### src/rtl/vissue_pkg.sv
package vissue_pkg;

  typedef enum logic [1:0] {
    CLS_SIMPLE = 2'd0,
    CLS_CPLX   = 2'd1,
    CLS_FLT    = 2'd2,
    CLS_PERM   = 2'd3
  } vclass_e;

  localparam int NUM_UNITS = 4;
  localparam int UNIT_SI   = 0;
  localparam int UNIT_CI   = 1;
  localparam int UNIT_FP   = 2;
  localparam int UNIT_PM   = 3;

endpackage

### src/rtl/vissue_rst_sync.sv
module vissue_rst_sync #(
  parameter int STAGES = 2
) (
  input  logic clk,
  input  logic arst_n,
  output logic srst_n
);

  logic [STAGES-1:0] chain_q;
  logic [STAGES-1:0] chain_d;

  always_comb begin
    chain_d = {chain_q[STAGES-2:0], 1'b1};
  end

  always_ff @(posedge clk or negedge arst_n) begin
    if (!arst_n) chain_q <= '0;
    else         chain_q <= chain_d;
  end

  assign srst_n = chain_q[STAGES-1];

endmodule

### src/rtl/vissue_route.sv
module vissue_route
  import vissue_pkg::*;
(
  input  logic                 live,
  input  logic                 iss_valid,
  input  logic [1:0]           iss_class,
  input  logic                 stall,
  input  logic                 flush,
  input  logic                 pm_valid,
  output logic                 iss_ready,
  output logic                 side_sel,
  output logic [NUM_UNITS-1:0] unit_go
);

  logic conflict;
  logic accept;
  logic side_go;

  always_comb begin
    conflict  = (iss_class == CLS_PERM) && pm_valid;
    iss_ready = live && !stall && !flush && !conflict;
    accept    = iss_valid && iss_ready;
    side_go   = live && pm_valid && !flush;
    side_sel  = pm_valid;
  end

  for (genvar u = 0; u < NUM_UNITS; u++) begin : g_go
    if (u == UNIT_PM) begin : g_pm
      assign unit_go[u] = side_go || (accept && (iss_class == CLS_PERM));
    end else begin : g_arith
      assign unit_go[u] = accept && (iss_class == 2'(u));
    end
  end

endmodule

### src/rtl/vissue_pipe.sv
module vissue_pipe #(
  parameter int DEPTH = 3,
  parameter int W     = 12
) (
  input  logic         clk,
  input  logic         rst_n,
  input  logic         flush,
  input  logic         in_v,
  input  logic [W-1:0] in_pay,
  output logic         out_v,
  output logic [W-1:0] out_pay
);

  logic [DEPTH-1:0] vld_q;
  logic [DEPTH-1:0] vld_d;
  logic [W-1:0]     pay_q [DEPTH];

  always_comb begin
    vld_d[0] = in_v && !flush;
    for (int i = 1; i < DEPTH; i++) begin
      vld_d[i] = vld_q[i-1] && !flush;
    end
  end

  always_ff @(posedge clk or negedge rst_n) begin
    if (!rst_n) vld_q <= '0;
    else        vld_q <= vld_d;
  end

  always_ff @(posedge clk) begin
    if (in_v) pay_q[0] <= in_pay;
    for (int i = 1; i < DEPTH; i++) begin
      if (vld_q[i-1]) pay_q[i] <= pay_q[i-1];
    end
  end

  assign out_v   = vld_q[DEPTH-1];
  assign out_pay = pay_q[DEPTH-1];

endmodule

### src/rtl/vissue_top.sv
module vissue_top
  import vissue_pkg::*;
#(
  parameter int TAG_W  = 4,
  parameter int DATA_W = 8,
  parameter int LAT_SI = 1,
  parameter int LAT_CI = 3,
  parameter int LAT_FP = 4,
  parameter int LAT_PM = 1
) (
  input  logic              clk,
  input  logic              rst_n,
  input  logic              iss_valid,
  output logic              iss_ready,
  input  logic [1:0]        iss_class,
  input  logic [TAG_W-1:0]  iss_tag,
  input  logic [DATA_W-1:0] iss_data,
  input  logic              stall,
  input  logic              flush,
  input  logic              pm_valid,
  input  logic [TAG_W-1:0]  pm_tag,
  input  logic [DATA_W-1:0] pm_data,
  output logic              res_si_valid,
  output logic [TAG_W-1:0]  res_si_tag,
  output logic [DATA_W-1:0] res_si_data,
  output logic              res_ci_valid,
  output logic [TAG_W-1:0]  res_ci_tag,
  output logic [DATA_W-1:0] res_ci_data,
  output logic              res_fp_valid,
  output logic [TAG_W-1:0]  res_fp_tag,
  output logic [DATA_W-1:0] res_fp_data,
  output logic              res_pm_valid,
  output logic [TAG_W-1:0]  res_pm_tag,
  output logic [DATA_W-1:0] res_pm_data
);

  localparam int PAY_W = TAG_W + DATA_W;

  logic                 srst_n;
  logic                 side_sel;
  logic [NUM_UNITS-1:0] unit_go;
  logic [NUM_UNITS-1:0] unit_ov;
  logic [PAY_W-1:0]     unit_pay [NUM_UNITS];
  logic [PAY_W-1:0]     unit_op  [NUM_UNITS];

  vissue_rst_sync #(.STAGES(2)) rst_i (
    .clk    (clk),
    .arst_n (rst_n),
    .srst_n (srst_n)
  );

  vissue_route route_i (
    .live      (srst_n),
    .iss_valid (iss_valid),
    .iss_class (iss_class),
    .stall     (stall),
    .flush     (flush),
    .pm_valid  (pm_valid),
    .iss_ready (iss_ready),
    .side_sel  (side_sel),
    .unit_go   (unit_go)
  );

  always_comb begin
    for (int u = 0; u < NUM_UNITS; u++) begin
      unit_pay[u] = {iss_tag, iss_data};
    end
    if (side_sel) unit_pay[UNIT_PM] = {pm_tag, pm_data};
  end

  for (genvar g = 0; g < NUM_UNITS; g++) begin : g_unit
    localparam int L = (g == UNIT_SI) ? LAT_SI :
                       (g == UNIT_CI) ? LAT_CI :
                       (g == UNIT_FP) ? LAT_FP : LAT_PM;
    vissue_pipe #(.DEPTH(L), .W(PAY_W)) pipe_i (
      .clk     (clk),
      .rst_n   (srst_n),
      .flush   (flush),
      .in_v    (unit_go[g]),
      .in_pay  (unit_pay[g]),
      .out_v   (unit_ov[g]),
      .out_pay (unit_op[g])
    );
  end

  assign res_si_valid              = unit_ov[UNIT_SI];
  assign {res_si_tag, res_si_data} = unit_op[UNIT_SI];
  assign res_ci_valid              = unit_ov[UNIT_CI];
  assign {res_ci_tag, res_ci_data} = unit_op[UNIT_CI];
  assign res_fp_valid              = unit_ov[UNIT_FP];
  assign {res_fp_tag, res_fp_data} = unit_op[UNIT_FP];
  assign res_pm_valid              = unit_ov[UNIT_PM];
  assign {res_pm_tag, res_pm_data} = unit_op[UNIT_PM];

endmodule

### config.mk
export PLATFORM = sky130hd
export DESIGN_NAME = vissue_top
export DESIGN_NICKNAME = d
export VERILOG_FILES = /design/src/rtl/vissue_pkg.sv /design/src/rtl/vissue_rst_sync.sv /design/src/rtl/vissue_route.sv /design/src/rtl/vissue_pipe.sv /design/src/rtl/vissue_top.sv
export SDC_FILE = /design/constraint.sdc
export NUM_CORES = 1
export LEC_CHECK = 0
export BUFFER_PORTS_ARGS = -buffer_cell sky130_fd_sc_hd__buf_2
export CORE_AREA = 2 2 122 124
export DETAILED_ROUTE_END_ITERATION = 6
export DIE_AREA = 0 0 124 126
export GPL_TIMING_DRIVEN = 0
export SYNTH_ARGS = -nofsm -noshare
export SYNTH_HDL_FRONTEND = slang
export SYNTH_HIERARCHICAL = 1
export SYNTH_SLANG_ARGS = --single-unit
### constraint.sdc
create_clock -name clk -period 2.57 [get_ports clk]
set_input_delay 0.3855 -clock clk [delete_from_list [all_inputs] [get_ports clk]]
set_output_delay 0.3855 -clock clk [all_outputs]
set_load 0.01 [all_outputs]
==> impl_metrics.yaml <==
logic_synthesis:
  syn_nets: 197
  netlist.area_leader.share: 0.822
  synth_most_common_cell: "edfxtp_1"
  synthTopCellsByCount: "edfxtp_1 (108), buf_4 (13), dfrtp_1 (11)"
  yosys.area.top_type: "edfxtp_1"
  yosysWarnings: 6
  synthCells: 165
  synth.avg_cell_area_sq_um: 23.9
  yosysSeqAreaShare: 0.891
  synth_area_leaders: "edfxtp_1 (82%), dfrtp_1 (7.0%), mux2_4 (3.8%), buf_4 (2.5%), nor2b_1 (1.1%)"
  synth-main-ff-cell: "edfxtp_1"
  syn_area_sq_um: 3950
  synth.distinct_cells: 17
  synth_seq_cells: 119
  synth_edf_count: 108
  synthArstFlopShare: 0.0924
pwr:
  p_sw_frac: 0.183
  p_switching_w: 0.000815
  combinationalPowerShare: 0.024
  irDropWorstVdd_mv: 0.362
  power.share.clock: 0.499
  p_leak_nw: 1.97
  p_seq_frac: 0.477
  powerDensity_nw_per_um2: 854
  p_int_w: 0.00364
timing:
  fin_ws_ns: 0.283
  rsz0062_at_grt: "false"
  min_period_ns: 2.29
  setup_violations: 0
  hold_viol: 0
  period_share: 0.890
  timing.slew.headroom: 0.338
  slew_viol_final: 0
  fin_skew_ns: 0.00762
  worst_pin_slew_ns: 0.985
  fmax_mhz: 437
critical_path:
  worst_path_largest_cell_delay_ns: 0.84
  crit_path_start_kind: "flop"
  worstPathArrival_ns: 2.39
  cp_cell_sequence: "nand2b_2 > nor4_2 > buf_4"
  rrSetupSlack_ns: 0.28
  crit_slowest_cell: "nor4_2"
  rr_worst_depth: 3
  path_class: "flop to flop"
  path_max_fanout: 10
  worstSetupEndpointType: "flop"
  crit_path_start: "rst_i/chain_q[1]"
  r2r-end: "g_unit[0].pipe_i/pay_q[0][6]"
  worstReg2RegStart: "rst_i/chain_q[1]"
  critical_path_required_ns: 2.67
clock_tree:
  numCtsBuffers: 17
  path_clk_slew_ns: 0.05
  clock-sinks: 119
  insertion_delay_ns: 0.40
  clk_path_buf_depth: 2
  cts_setup_buffers: 0
  root_buffer: "clkbuf_16"
  cts_tree: "built"
  htreeDepth: 4
die:
  io_pins: 85
  start_util: 0.276
  fp.dieW_um: 124
  std_cell_rows: 44
  dieHeight_um: 126
  core_area_sq_um: 14300
  dieArea_sq_um: 15600
drt:
  post_drt_wl_per_cell_um: 13.4
  dr_total_vias: 1745
  post_drt_via_cell_ratio: 3.73
  wl_um: 6250
  antenna_left: 0
  drt_iter0_drc: 51
  first_pass_iters: 3
  drc: 0
outcome:
  run_status: "completed"
cells_and_area:
  area_delta_synth_final_pct: 32.2
  insertedDiodeCount: 0
  drive_gt1_frac: 0.514
  stdcell_count: 468
  nets: 303
global_routing:
  grt-ovfl-total: 0
  grt_pass1_vias: 1865
  grt_max_degree: 17
  track_usage: 0.0891
  grt_pass1_wl_um: 9780
  antenna_found_initial: 0
place:
  preCtsSetupSlack_ns: 0.0671
  place_congestion: 0.684
  dpl.hpwl_um: 4460
  place_inst: 435
  port_buffers: 84
run:
  maxCapViolations: 0
hold_path:
  hp-class: "flop to async pin"
==> cell usage in the layout (no fill, tap or decap) <==
cell	synthesis	layout
nand2b_1	1	1
bufinv_16	0	2
a21oi_2	0	1
dlygate4sd3_1	0	1
nor4_2	0	2
nand2b_2	1	1
mux2_4	10	10
nor2b_1	7	7
edfxtp_1	108	108
nand4b_1	1	1
clkinv_2	0	4
clkbuf_8	0	2
buf_4	13	15
a311oi_1	1	1
conb_1	1	1
mux2_2	2	2
clkinv_1	0	1
nor4b_4	0	1
buf_2	0	84
buf_6	1	1
nor2b_4	2	2
dfrtp_1	11	11
clkinv_4	0	2
inv_1	2	2
clkbuf_1	0	4
clkbuf_16	0	17
==> how the worst max path moves through the flow <==
| stage | to | slack [ns] | cells past startpoint |
|---|---|---|---|
| 2_1_floorplan | g_unit[0].pipe_i/pay_q[0][0] | 0.16 | 2 |
| 3_3_place_gp | g_unit[0].pipe_i/out_v | -1.01 | 4 |
| 3_5_place_dp | g_unit[1].pipe_i/pay_q[0][6] | 0.07 | 3 |
| 4_1_cts | g_unit[1].pipe_i/pay_q[0][7] | 0.06 | 2 |
| 5_1_grt | g_unit[0].pipe_i/pay_q[0][6] | 0.04 | 3 |
| 6_report | g_unit[0].pipe_i/pay_q[0][6] | 0.28 | 3 |
==> what timing repair did <==
| action | 4_1_cts | 5_1_grt |
|---|---|---|
| setup endpoints to repair | 0 | 0 |
| hold buffers | 1 | 0 |
| endpoints found under the hold margin | 2 | 0 |
| gates resized for setup | 0 | 0 |
==> through the flow <==
stage | hold slack [ns] | cell area [sq um] | power, W | setup TNS [ns] | util
finish | 0.180 | 5220 | 0.00445 | 0 | 0.365
global placement | 0.171 | 4600 | 0.00226 | -18.70 | 0.321
CTS | 0.205 | 5200 | 0.00452 | 0 | 0.364
global route | 0.212 | 5220 | 0.00461 | 0 | 0.365
detailed placement | 0.172 | 4630 | 0.00227 | 0 | 0.323
floorplan | 0.0899 | 3950 | 0.00221 | 0 | -
==> cells by family after synthesis <==
group | synth area share
buffers and inverters | 0.0295
other | 0.000950
AND/OR/NAND/NOR | 0.0311
AO/OA/AOI/OAI | 0.00349
flip-flops | 0.891
multiplexers | 0.0437
==> cell type report <==
type / count / area, sq um
plain buffers: 14 / 109
flip-flops and latches: 119 / 3520
inverters: 2 / 7.51
well taps: 184 / 230
fillers: 1378 / 9100
multi-input cells: 30 / 338
repair buffers: 87 / 445
clock inverters: 9 / 101
clock buffers: 23 / 468
==> worst max-delay path: cells and delay by family, from the launching register on <==
| family | cells | cell delay, ns |
|---|---|---|
| flops | 1 | 0.61 |
| buf+inv | 1 | 0.32 |
| simple gates | 2 | 1.04 |
==> flip-flops by register name, indices dropped and copies added, names as in the netlist <==
name and flops:
g_unit.pipe_i/out_v 2, g_unit.pipe_i/vld_q 7, rst_i/chain_q 2, g_unit.pipe_i/pay_q 108
==> per-layer routing <==
metal	part of all wire	vias up	wire length, um	track usage
li1	-	841	-	-
met1	0.42	834	2620	0.0993
met2	0.49	63	3070	0.139
met3	0.070	7	437	0.0367
met4	0.019	0	121	0.0595
met5	0	-	0	0
==> power groups by stage <==
stage | sequential, W | combinational (W) | clock (W)
after floorplan | 0.00217 | 0.0000405 | 0
after global placement | 0.00216 | 0.0000998 | 0
after detailed placement | 0.00216 | 0.000105 | 0
after CTS | 0.00213 | 0.000106 | 0.00228
final | 0.00213 | 0.000105 | 0.00222
after global routing | 0.00213 | 0.000115 | 0.00237
No activity file was read; power rests on OpenSTA's default activity.
